`src/rtl/rxdw_pkg.sv`:
```
package rxdw_pkg;

  localparam int OWN_BIT = 31;
  localparam int EOL_BIT = 15;
  localparam int LINK_BIT = 14;
  localparam int SIZE2_LSB = 16;
  localparam int CNT_LSB = 16;
  localparam int FIRST_BIT = 9;
  localparam int LASTSEG_BIT = 8;
  localparam int TSSTORED_BIT = 7;

  typedef enum logic [3:0] {
    ST_IDLE,
    ST_RD0,
    ST_RD1,
    ST_RD2,
    ST_RD3,
    ST_SUSP,
    ST_GR1,
    ST_GR2,
    ST_WTS,
    ST_WST
  } walkState_t;

  // strobes from control to datapath
  typedef struct packed {
    logic       ldBase;
    logic       beginDesc;
    logic       ldCtl;
    logic       ldAddr1;
    logic       ldAddr2;
    logic       bufFin;
    logic       advance;
    logic       selBuf2;
    logic       wrStatus;
    logic [1:0] wordIdx;
  } walkStrobe_t;

endpackage

```
`src/rtl/rxdw_dpath.sv`:
```
module rxdw_dpath
  import rxdw_pkg::*;
#(
  parameter int ADDR_W = 32,
  parameter int SIZE_W = 13
) (
  input  logic              clk,
  input  logic              rstN,
  input  walkStrobe_t       strb,
  input  logic [ADDR_W-1:0] listBase,
  input  logic [31:0]       memRdata,
  input  logic [SIZE_W-1:0] bufBytes,
  input  logic              bufLast,
  input  logic              bufTsEn,
  input  logic [31:0]       tsLow,
  output logic [ADDR_W-1:0] memAddr,
  output logic [31:0]       memWdata,
  output logic [ADDR_W-1:0] bufAddr,
  output logic [SIZE_W-1:0] bufSize,
  output logic              ownSeen,
  output logic              size1Nz,
  output logic              buf2Ok
);

  localparam int CNT_W = SIZE_W + 1;
  localparam logic [ADDR_W-1:0] STRIDE = ADDR_W'(16);

  logic [ADDR_W-1:0] curDesc;
  logic [31:0]       ctlWord;
  logic [31:0]       addr1Word;
  logic [31:0]       addr2Word;
  logic [31:0]       tsReg;
  logic [CNT_W-1:0]  byteCnt;
  logic              descFirst;
  logic              lastSeg;
  logic              tsStored;
  logic              frameOpen;

  logic [SIZE_W-1:0] size1;
  logic [SIZE_W-1:0] size2;
  logic              endOfList;
  logic              linkMode;
  logic              useBuf2;
  logic [ADDR_W-1:0] nextDesc;
  logic [31:0]       statusWord;

  assign size1     = ctlWord[SIZE_W-1:0];
  assign size2     = ctlWord[SIZE2_LSB +: SIZE_W];
  assign endOfList = ctlWord[EOL_BIT];
  assign linkMode  = ctlWord[LINK_BIT];

  // end-of-list wins over link mode: word 3 is then a buffer
  assign useBuf2 = endOfList | ~linkMode;
  assign size1Nz = (size1 != '0);
  assign buf2Ok  = useBuf2 && (size2 != '0);
  assign ownSeen = memRdata[OWN_BIT];

  always_comb begin
    if (endOfList) nextDesc = listBase;
    else if (linkMode) nextDesc = addr2Word[ADDR_W-1:0];
    else nextDesc = curDesc + STRIDE;
  end

  always_comb begin
    statusWord = '0;
    statusWord[CNT_LSB +: CNT_W] = byteCnt;
    statusWord[FIRST_BIT]    = descFirst;
    statusWord[LASTSEG_BIT]  = lastSeg;
    statusWord[TSSTORED_BIT] = tsStored;
  end

  assign memAddr  = curDesc + ADDR_W'({strb.wordIdx, 2'b00});
  assign memWdata = strb.wrStatus ? statusWord : tsReg;
  assign bufAddr  = strb.selBuf2 ? addr2Word[ADDR_W-1:0] : addr1Word[ADDR_W-1:0];
  assign bufSize  = strb.selBuf2 ? size2 : size1;

  always_ff @(posedge clk or negedge rstN) begin
    if (!rstN) begin
      curDesc   <= '0;
      ctlWord   <= '0;
      addr1Word <= '0;
      addr2Word <= '0;
      tsReg     <= '0;
      byteCnt   <= '0;
      descFirst <= 1'b0;
      lastSeg   <= 1'b0;
      tsStored  <= 1'b0;
      frameOpen <= 1'b0;
    end else begin
      if (strb.ldBase) curDesc <= listBase;
      if (strb.beginDesc) begin
        descFirst <= ~frameOpen;
        byteCnt   <= '0;
        lastSeg   <= 1'b0;
        tsStored  <= 1'b0;
      end
      if (strb.ldCtl) ctlWord <= memRdata;
      if (strb.ldAddr1) addr1Word <= memRdata;
      if (strb.ldAddr2) addr2Word <= memRdata;
      if (strb.bufFin) begin
        byteCnt <= byteCnt + CNT_W'(bufBytes);
        if (bufLast) begin
          lastSeg   <= 1'b1;
          frameOpen <= 1'b0;
          if (bufTsEn) begin
            tsReg    <= tsLow;
            tsStored <= 1'b1;
          end
        end else begin
          frameOpen <= 1'b1;
        end
      end
      if (strb.advance) curDesc <= nextDesc;
    end
  end

endmodule

```
`src/rtl/rxdw_ctrl.sv`:
```
module rxdw_ctrl
  import rxdw_pkg::*;
(
  input  logic        clk,
  input  logic        rstN,
  input  logic        startReq,
  input  logic        pollDemand,
  input  logic        memAck,
  input  logic        bufDone,
  input  logic        bufLast,
  input  logic        bufTsEn,
  input  logic        ownSeen,
  input  logic        size1Nz,
  input  logic        buf2Ok,
  output walkStrobe_t strb,
  output logic        memReq,
  output logic        memWe,
  output logic        bufValid,
  output logic        bufUnavail
);

  walkState_t state, stateNxt;

  always_ff @(posedge clk or negedge rstN) begin
    if (!rstN) state <= ST_IDLE;
    else state <= stateNxt;
  end

  always_comb begin
    stateNxt   = state;
    strb       = '0;
    memReq     = 1'b0;
    memWe      = 1'b0;
    bufValid   = 1'b0;
    bufUnavail = 1'b0;
    case (state)
      ST_IDLE: begin
        if (startReq) begin
          strb.ldBase = 1'b1;
          stateNxt    = ST_RD0;
        end
      end
      ST_RD0: begin
        memReq = 1'b1;
        strb.wordIdx = 2'd0;
        if (memAck) begin
          if (ownSeen) begin
            strb.beginDesc = 1'b1;
            stateNxt = ST_RD1;
          end else begin
            stateNxt = ST_SUSP;
          end
        end
      end
      ST_RD1: begin
        memReq = 1'b1;
        strb.wordIdx = 2'd1;
        if (memAck) begin
          strb.ldCtl = 1'b1;
          stateNxt = ST_RD2;
        end
      end
      ST_RD2: begin
        memReq = 1'b1;
        strb.wordIdx = 2'd2;
        if (memAck) begin
          strb.ldAddr1 = 1'b1;
          stateNxt = ST_RD3;
        end
      end
      ST_RD3: begin
        memReq = 1'b1;
        strb.wordIdx = 2'd3;
        if (memAck) begin
          strb.ldAddr2 = 1'b1;
          if (size1Nz) stateNxt = ST_GR1;
          else if (buf2Ok) stateNxt = ST_GR2;
          else stateNxt = ST_WST;
        end
      end
      ST_SUSP: begin
        bufUnavail = 1'b1;
        if (pollDemand) stateNxt = ST_RD0;
      end
      ST_GR1: begin
        bufValid = 1'b1;
        if (bufDone) begin
          strb.bufFin = 1'b1;
          if (bufLast) stateNxt = bufTsEn ? ST_WTS : ST_WST;
          else if (buf2Ok) stateNxt = ST_GR2;
          else stateNxt = ST_WST;
        end
      end
      ST_GR2: begin
        bufValid = 1'b1;
        strb.selBuf2 = 1'b1;
        if (bufDone) begin
          strb.bufFin = 1'b1;
          stateNxt = (bufLast && bufTsEn) ? ST_WTS : ST_WST;
        end
      end
      ST_WTS: begin
        memReq = 1'b1;
        memWe  = 1'b1;
        strb.wordIdx = 2'd2;
        if (memAck) stateNxt = ST_WST;
      end
      ST_WST: begin
        memReq = 1'b1;
        memWe  = 1'b1;
        strb.wordIdx  = 2'd0;
        strb.wrStatus = 1'b1;
        if (memAck) begin
          strb.advance = 1'b1;
          stateNxt = ST_RD0;
        end
      end
      default: stateNxt = ST_IDLE;
    endcase
  end

endmodule

```
`src/rtl/rx_desc_walker.sv`:
```
module rx_desc_walker
  import rxdw_pkg::*;
#(
  parameter int ADDR_W = 32,
  parameter int SIZE_W = 13
) (
  input  logic              clk,
  input  logic              rstN,
  input  logic              startReq,
  input  logic              pollDemand,
  input  logic [ADDR_W-1:0] listBase,
  output logic              memReq,
  output logic              memWe,
  output logic [ADDR_W-1:0] memAddr,
  output logic [31:0]       memWdata,
  input  logic              memAck,
  input  logic [31:0]       memRdata,
  output logic              bufValid,
  output logic [ADDR_W-1:0] bufAddr,
  output logic [SIZE_W-1:0] bufSize,
  input  logic              bufDone,
  input  logic [SIZE_W-1:0] bufBytes,
  input  logic              bufLast,
  input  logic              bufTsEn,
  input  logic [31:0]       tsLow,
  output logic              bufUnavail
);

  walkStrobe_t strb;
  logic        ownSeen;
  logic        size1Nz;
  logic        buf2Ok;

  rxdw_ctrl ctrl_i (
    .clk        (clk),
    .rstN       (rstN),
    .startReq   (startReq),
    .pollDemand (pollDemand),
    .memAck     (memAck),
    .bufDone    (bufDone),
    .bufLast    (bufLast),
    .bufTsEn    (bufTsEn),
    .ownSeen    (ownSeen),
    .size1Nz    (size1Nz),
    .buf2Ok     (buf2Ok),
    .strb       (strb),
    .memReq     (memReq),
    .memWe      (memWe),
    .bufValid   (bufValid),
    .bufUnavail (bufUnavail)
  );

  rxdw_dpath #(
    .ADDR_W (ADDR_W),
    .SIZE_W (SIZE_W)
  ) dpath_i (
    .clk      (clk),
    .rstN     (rstN),
    .strb     (strb),
    .listBase (listBase),
    .memRdata (memRdata),
    .bufBytes (bufBytes),
    .bufLast  (bufLast),
    .bufTsEn  (bufTsEn),
    .tsLow    (tsLow),
    .memAddr  (memAddr),
    .memWdata (memWdata),
    .bufAddr  (bufAddr),
    .bufSize  (bufSize),
    .ownSeen  (ownSeen),
    .size1Nz  (size1Nz),
    .buf2Ok   (buf2Ok)
  );

endmodule

```
`config.mk`:
```
export PLATFORM = sky130hd
export DESIGN_NAME = rx_desc_walker
export DESIGN_NICKNAME = d
export VERILOG_FILES = /design/src/rtl/rxdw_pkg.sv /design/src/rtl/rxdw_dpath.sv /design/src/rtl/rxdw_ctrl.sv /design/src/rtl/rx_desc_walker.sv
export SDC_FILE = /design/constraint.sdc
export NUM_CORES = 1
export LEC_CHECK = 0
export BUFFER_PORTS_ARGS = -buffer_cell sky130_fd_sc_hd__buf_2
export CAP_MARGIN = 5
export CORE_MARGIN = 2
export CORE_UTILIZATION = 50
export CTS_CLUSTER_DIAMETER = 30
export DETAILED_ROUTE_END_ITERATION = 8
export PLACE_DENSITY = 0.75
export SLEW_MARGIN = 20
export SYNTH_ARGS = -nofsm -noshare
export SYNTH_HDL_FRONTEND = slang
export SYNTH_SLANG_ARGS = --single-unit
```
`constraint.sdc`:
```
create_clock -name clk -period 2.3 [get_ports clk]
set_input_delay 0.345 -clock clk [delete_from_list [all_inputs] [get_ports clk]]
set_output_delay 0.345 -clock clk [all_outputs]
set_load 0.01 [all_outputs]
```
==> results of run 1 <==
-- metal layers --
| metal | vias up | track usage [%] |
|---|---|---|
| li1 | 3949 | - |
| met1 | 4346 | 39.0 |
| met2 | 394 | 44.1 |
| met3 | 53 | 6.35 |
| met4 | 2 | 8.19 |
| met5 | - | 0 |
-- power by group --
| group | leakage, nW | internal, W | switching [W] |
|---|---|---|---|
| Sequential | 2.17 | 0.00463 | 0.00149 |
| Clock | 0.286 | 0.00146 | 0.00144 |
| Combinational | 4.16 | 0.00612 | 0.00502 |
| Total | 6.61 | 0.0122 | 0.00795 |
-- worst paths after layout --
check	from	end	slack [ps]	cells after the start
max	ctrl_i.state[2]	memAddr[30]	-560	10
min	tsLow[9]	dpath_i.tsReg[9]	140	2
max reg2reg	ctrl_i.state[2]	dpath_i.curDesc[7]	-280	13
min reg2reg	dpath_i.frameOpen	dpath_i.descFirst	470	1
max in group asynchronous	rstN	dpath_i.addr2Word[28]	1130	3
min in group asynchronous	rstN	dpath_i.curDesc[5]	480	2
-- cell families (layout without fill, tap and decap cells) --
| kind of cell | Yosys count | count (layout) | synth area share (%) |
|---|---|---|---|
| multiplexers | 192 | 192 | 21.6 |
| other | 0 | 3 | 0 |
| AND/OR/NAND/NOR | 239 | 239 | 12.5 |
| AO/OA/AOI/OAI | 166 | 166 | 10.5 |
| buffers and inverters | 90 | 405 | 4.18 |
| XOR/XNOR | 48 | 48 | 4.21 |
| flip-flops | 178 | 178 | 44.6 |
| adder cells (fa/ha/maj) | 18 | 18 | 2.41 |
-- state kept, by name, indices dropped and copies added, names as in the netlist --
signal,count
dpath_i.addr1Word,32
dpath_i.addr2Word,32
dpath_i.frameOpen,1
dpath_i.descFirst,1
dpath_i.tsStored,1
dpath_i.lastSeg,1
dpath_i.curDesc,32
dpath_i.ctlWord,28
ctrl_i.state,4
dpath_i.tsReg,32
dpath_i.byteCnt,14
-- synth_stat cells, drive strengths merged (3+ instances only) --
master and count:
ha 16, o211ai 8, xor2 17, o21ai 46, nand3 26, inv 25
nor4 7, nor2 52, nor3 20, mux2 185, a2111oi 3, or3 8
dfrtp 178, a21o 6, xnor2 31, nor2b 18, and3 6, nand2 64
mux2i 7, o311ai 5, buf 40, nand2b 10, o32ai 3, a21oi 47
and2 3, o22ai 14, a211oi 4, o31ai 6, a31oi 4, clkbuf 25
nand4 14
-- through the flow --
step	instances	instance area (um2)	hold WS, ps	setup slack, ps	total power (W)
6_report	1514	14300	144	-563	0.0202
5_1_grt	1513	14300	123	-648	0.0212
4_1_cts	1495	13300	126	-534	0.0183
3_5_place_dp	1441	12000	396	-159	0.0143
3_3_place_gp	1441	12000	394	-137	0.0141
2_1_floorplan	931	10100	49.4	-108	0.0110
-- worst max-delay path: cells and delay by family (launching register included) --
kind | cells | cell delay, ps
and+or+nand+nor | 2 | 340
AOI/OAI and AO/OA | 1 | 90
xor gates and xnor gates | 1 | 150
DFF | 1 | 410
adders and majority gates | 1 | 420
buffers and inverters | 5 | 660
-- cell type report --
| class | instances | area [um2] |
|---|---|---|
| multi-input combinational | 663 | 5930 |
| inverter | 25 | 96.3 |
| tap | 265 | 332 |
| clock inverter | 15 | 169 |
| sequential | 178 | 4460 |
| antenna | 3 | 7.51 |
| fill | 1285 | 5230 |
| clock buffer | 17 | 425 |
| timing repair buffer | 348 | 2890 |
-- timing repair --
action | in CTS | in global routing
gates resized for setup | 85 | 214
setup endpoints to repair | 106 | 137
hold endpoints to repair | 63 | 0
cloned | 7 | 1
pin swaps | 17 | 58
hold buffers | 1 | 0
buffers inserted | 15 | 24
==> results.sh, run 1 <==
export IMPL_max_cap_viol_count=0
export IMPL_yosys_most_used_dff="dfrtp_1"
export IMPL_syn_mean_instance_area_um2=10.7
export IMPL_fin_ws_ps=-563
export IMPL_syn_inst=931
export IMPL_syn_num_nets=1066
export IMPL_synth_top_area_share_pct=44.6
export IMPL_finalCritPeriodShare_pct=124
export IMPL_ir_drop_mv=1.05
export IMPL_dr_first_iter_drc_count=744
export IMPL_num_io_pins=230
export IMPL_routed_wl_met3_um=2390
export IMPL_path_cells="buf_6, inv_4, and3_4, a22oi_2, buf_4, fa_2, buf_8, nor3_4, xor2_2, buf_2"
export IMPL_async_flop_share_pct=100
export IMPL_power_density_mw_per_mm2=1410
export IMPL_coreArea_mm2=0.0195
export IMPL_dr_wl_met2_um=15400
export IMPL_num_vias=8744
export IMPL_wl_met1_um=13600
export IMPL_p_leak_nw=6.61
export IMPL_grt_pass1_vias=8471
export IMPL_grtUsageTotal_pct=28.0
export IMPL_ant_nets=0
export IMPL_timing_setup_tns_ps=-43330
export IMPL_tightest_slew_ps=675
export IMPL_start_kind="flop"
export IMPL_drc_errors=0
export IMPL_synth_seq_cells=178
export IMPL_synthTopCellsByArea="dfrtp_1 (45%), mux2_2 (21%), xnor2_1 (2.7%), nand2_1 (2.4%), a21oi_1 (2.3%)"
export IMPL_ys_types=71
export IMPL_start_util_pct=51.1
export IMPL_required_ps=1960
export IMPL_max_slew_margin_pct=55.0
export IMPL_clock_latency_ps=430
export IMPL_timing_fmax_mhz=349
export IMPL_path_max_fanout=7
export IMPL_syn_cell_area_mm2=0.00998
export IMPL_wire_per_inst_um=21.1
export IMPL_grt_max_degree=67
export IMPL_mostFrequentLayoutCell="dfrtp_1"
export IMPL_first_pass_iters=5
export IMPL_fp_dieArea_mm2=0.0211
export IMPL_clockBufferDepth=2
export IMPL_hold_viol_final=0
export IMPL_tritoncts="yes"
export IMPL_final_cell_mix="dfrtp_1 (177), buf_2 (159), mux2_2 (122)"
export IMPL_rsz0062_at_grt="true"
export IMPL_layout_nets=1368
export IMPL_critPathSlowestCell="fa_2"
export IMPL_topRoutingLayerUsed="met5"
export IMPL_yosysSeqAreaShare_pct=44.6
export IMPL_synth_top_cell_by_area="dfrtp_1"
export IMPL_worstSetupPathType="reg2out"
export IMPL_post_route_util_pct=73.2
export IMPL_clock_sinks=178
export IMPL_yosysWarnings=0
export IMPL_antenna_found_initial=3
export IMPL_cts_made_buffers=17
export IMPL_routed_wl_um=32000
export IMPL_drive_gt1_share_pct=54.4
export IMPL_grt_pass1_wl_um=46700
export IMPL_status="finished with violations"
export IMPL_cts_htree_levels=4
export IMPL_cp_slowest_stage_delay_ps=420
export IMPL_violations="setup timing"
export IMPL_grt_ovfl_total=0
export IMPL_setup_viol=131
export IMPL_chipWidth_um=145
export IMPL_skew_ps=9.17
export IMPL_port_buffers=229
export IMPL_place_detailed_hpwl_um=20900
export IMPL_clkSlewWorstSetupHoldPaths_ps=80
export IMPL_hold_path_class="in2reg"
export IMPL_crit_arrival_ps=2520
export IMPL_period_minus_slack_ps=2860
export IMPL_end_kind="primary output"
export IMPL_gp_congestion=0.902
export IMPL_area_growth_syn_to_layout_pct=43.3
export IMPL_synth_edff_count=0
export IMPL_slew_viol_final=0
export IMPL_die_h_um=145
export IMPL_root_buffer="clkbuf_16"
export IMPL_routed_via_density=5.78
export IMPL_rows=51
(Power assumes the default switching activity.)
==> run 2, diff against run 1 <==
==> constraint.sdc (replaced) <==
create_clock -name clk -period 2.3 [get_ports clk]
set_input_delay 0.345 -clock clk [delete_from_list [all_inputs] [get_ports clk]]
set_output_delay 0.345 -clock clk [all_outputs]
set_load 0.005 [all_outputs]
==> results.sh, run 2 (synthesis gave the netlist of run 1 again) <==
export IMPL_status="finished with violations"
export IMPL_violations="setup timing"
export IMPL_tritoncts="yes"
export IMPL_post_route_util_pct=68.2
export IMPL_grt_pass1_wl_um=46700
export IMPL_mostFrequentLayoutCell="buf_2"
export IMPL_port_buffers=229
export IMPL_skew_ps=11.5
export IMPL_p_leak_nw=6.15
export IMPL_clkSlewWorstSetupHoldPaths_ps=80
export IMPL_cts_made_buffers=17
export IMPL_clockBufferDepth=2
export IMPL_drc_errors=0
export IMPL_required_ps=1960
export IMPL_rows=51
export IMPL_place_detailed_hpwl_um=21200
export IMPL_start_util_pct=51.1
export IMPL_reg2reg_slack_ps=-60
export IMPL_fp_dieArea_mm2=0.0211
export IMPL_rsz0062_at_grt="true"
export IMPL_antenna_found_initial=2
export IMPL_path_buf_inv=2
export IMPL_first_pass_iters=5
export IMPL_fill_cells=1463
export IMPL_coreArea_mm2=0.0195
export IMPL_placed_cells=1440
export IMPL_final_cell_mix="buf_2 (229), mux2_2 (182), dfrtp_1 (176)"
export IMPL_final_cells=1504
export IMPL_crit_arrival_ps=2510
export IMPL_path_delay_family="adder cells"
export IMPL_grt_pass1_vias=8539
export IMPL_worstSetupPathType="reg2out"
export IMPL_drive_gt1_share_pct=50.5
export IMPL_place_area_mm2=0.0119
export IMPL_wire_per_inst_um=20.2
export IMPL_chipWidth_um=145
export IMPL_cts_htree_levels=4
export IMPL_max_slew_margin_pct=67.4
export IMPL_whs_ps=139
export IMPL_routed_via_density=5.77
export IMPL_r2r_start="ctrl_i.state[2]"
export IMPL_ant_nets=0
export IMPL_finalInstanceArea_mm2=0.0133
export IMPL_finalCritPeriodShare_pct=124
export IMPL_grt_max_degree=53
export IMPL_area_growth_syn_to_layout_pct=33.5
export IMPL_num_io_pins=230
export IMPL_routed_wl_um=30400
export IMPL_timing_fmax_mhz=351
export IMPL_grt_ovfl_total=0
export IMPL_start_kind="flop"
export IMPL_r2r_end="dpath_i.curDesc[28]"
export IMPL_layout_nets=1359
export IMPL_crit_end="memAddr[28]"
export IMPL_hold_path_class="in2reg"
export IMPL_pre_cts_slack_ps=-189
export IMPL_max_cap_viol_count=0
export IMPL_fin_ws_ps=-552
export IMPL_grtUsageTotal_pct=28.0
export IMPL_clock_latency_ps=440
export IMPL_root_buffer="clkbuf_16"
export IMPL_period_minus_slack_ps=2850
export IMPL_hold_viol_final=0
export IMPL_path_depth=8
export IMPL_setup_worst_path_start="ctrl_i.state[2]"
export IMPL_end_kind="primary output"
export IMPL_power_density_mw_per_mm2=1340
export IMPL_num_vias=8684
export IMPL_ir_drop_mv=0.756
export IMPL_path_max_fanout=5
export IMPL_cp_slowest_stage_delay_ps=450
export IMPL_path_cells="xnor2_2, nor3_2, ha_2, inv_2, fa_2, or3_1, xnor2_1, buf_2"
export IMPL_critPathSlowestCell="dfrtp_2"
export IMPL_slew_viol_final=0
export IMPL_reg2reg_depth=12
export IMPL_tightest_slew_ps=489
export IMPL_setup_viol=113
export IMPL_gp_congestion=0.933
export IMPL_die_h_um=145
export IMPL_clock_sinks=178
export IMPL_dr_first_iter_drc_count=630
run 2: cell count changes in the layout (fill, tap and decap cells not counted), sizes merged:
cell | previous run | this run
clkinvlp | 1 | 0
diode | 3 | 2
buf | 347 | 334
bufbuf | 0 | 1
clkbuf | 17 | 20
clkinv | 8 | 6
inv | 31 | 32
bufinv | 0 | 2
run 2: layout make-up:
type,count,area (um2),area share [%]
Antenna cell,2,5.00,0.0376
Clock buffer,17,425,3.19
Clock inverter,15,231,1.74
Inverter,25,93.8,0.705
Multi-Input combinational cell,663,5450,40.9
Sequential cell,178,4460,33.5
Tap cell,265,332,2.49
Timing Repair Buffer,339,2320,17.4
run 2: layer usage:
layer | GRT usage, % | vias to the layer above | routed length, um
li1 | - | 3947 | -
met1 | 39.0 | 4214 | 12700
met2 | 43.7 | 450 | 14100
met3 | 6.07 | 73 | 2530
met4 | 9.46 | 0 | 1010
met5 | 0 | - | 0
run 2: repair_timing:
action / in CTS / in global routing
gates cloned: 4 / 4
pin swaps: 19 / 14
setup endpoints to repair: 91 / 116
endpoints found under the hold margin: 34 / 0
hold buffers: 1 / 0
gates resized for setup: 37 / 46
buffers inserted: 11 / 12
run 2: power breakdown:
group          leakage [nW]  internal, W  total [W]  switching [W]
sequential             2.17      0.00463    0.00604        0.00141
clock                 0.317      0.00170    0.00317        0.00147
combinational          3.67      0.00462    0.00868        0.00407
total                  6.15       0.0110     0.0179        0.00695
run 2: stage by stage:
step | total power [W] | TNS, ps
2_1_floorplan | 0.0105 | -1150
3_3_place_gp | 0.0136 | -910
3_5_place_dp | 0.0138 | -2330
4_1_cts | 0.0175 | -31940
5_1_grt | 0.0189 | -42420
6_report | 0.0179 | -32420
run 2: how the worst min path moves through the flow:
stage,from,to,cells past startpoint
finish,tsLow[0],dpath_i.tsReg[0],2
global route,tsLow[16],dpath_i.tsReg[16],2
CTS,tsLow[22],dpath_i.tsReg[22],2
detailed placement,rstN,dpath_i.curDesc[14],1
global placement,rstN,dpath_i.curDesc[14],1
floorplan,rstN,ctrl_i.state[0],0
run 2: worst reg2reg max path, cell delays in order, from the launching register on:
cell and delay, ps:
dfrtp_2 450, buf_4 160, buf_4 140, nor4bb_4 300
buf_4 160, buf_4 100, nand3b_1 160, buf_4 200
clkbuf_16 150, a21oi_1 130, o21ai_0 100, a21oi_1 150
a21oi_1 50
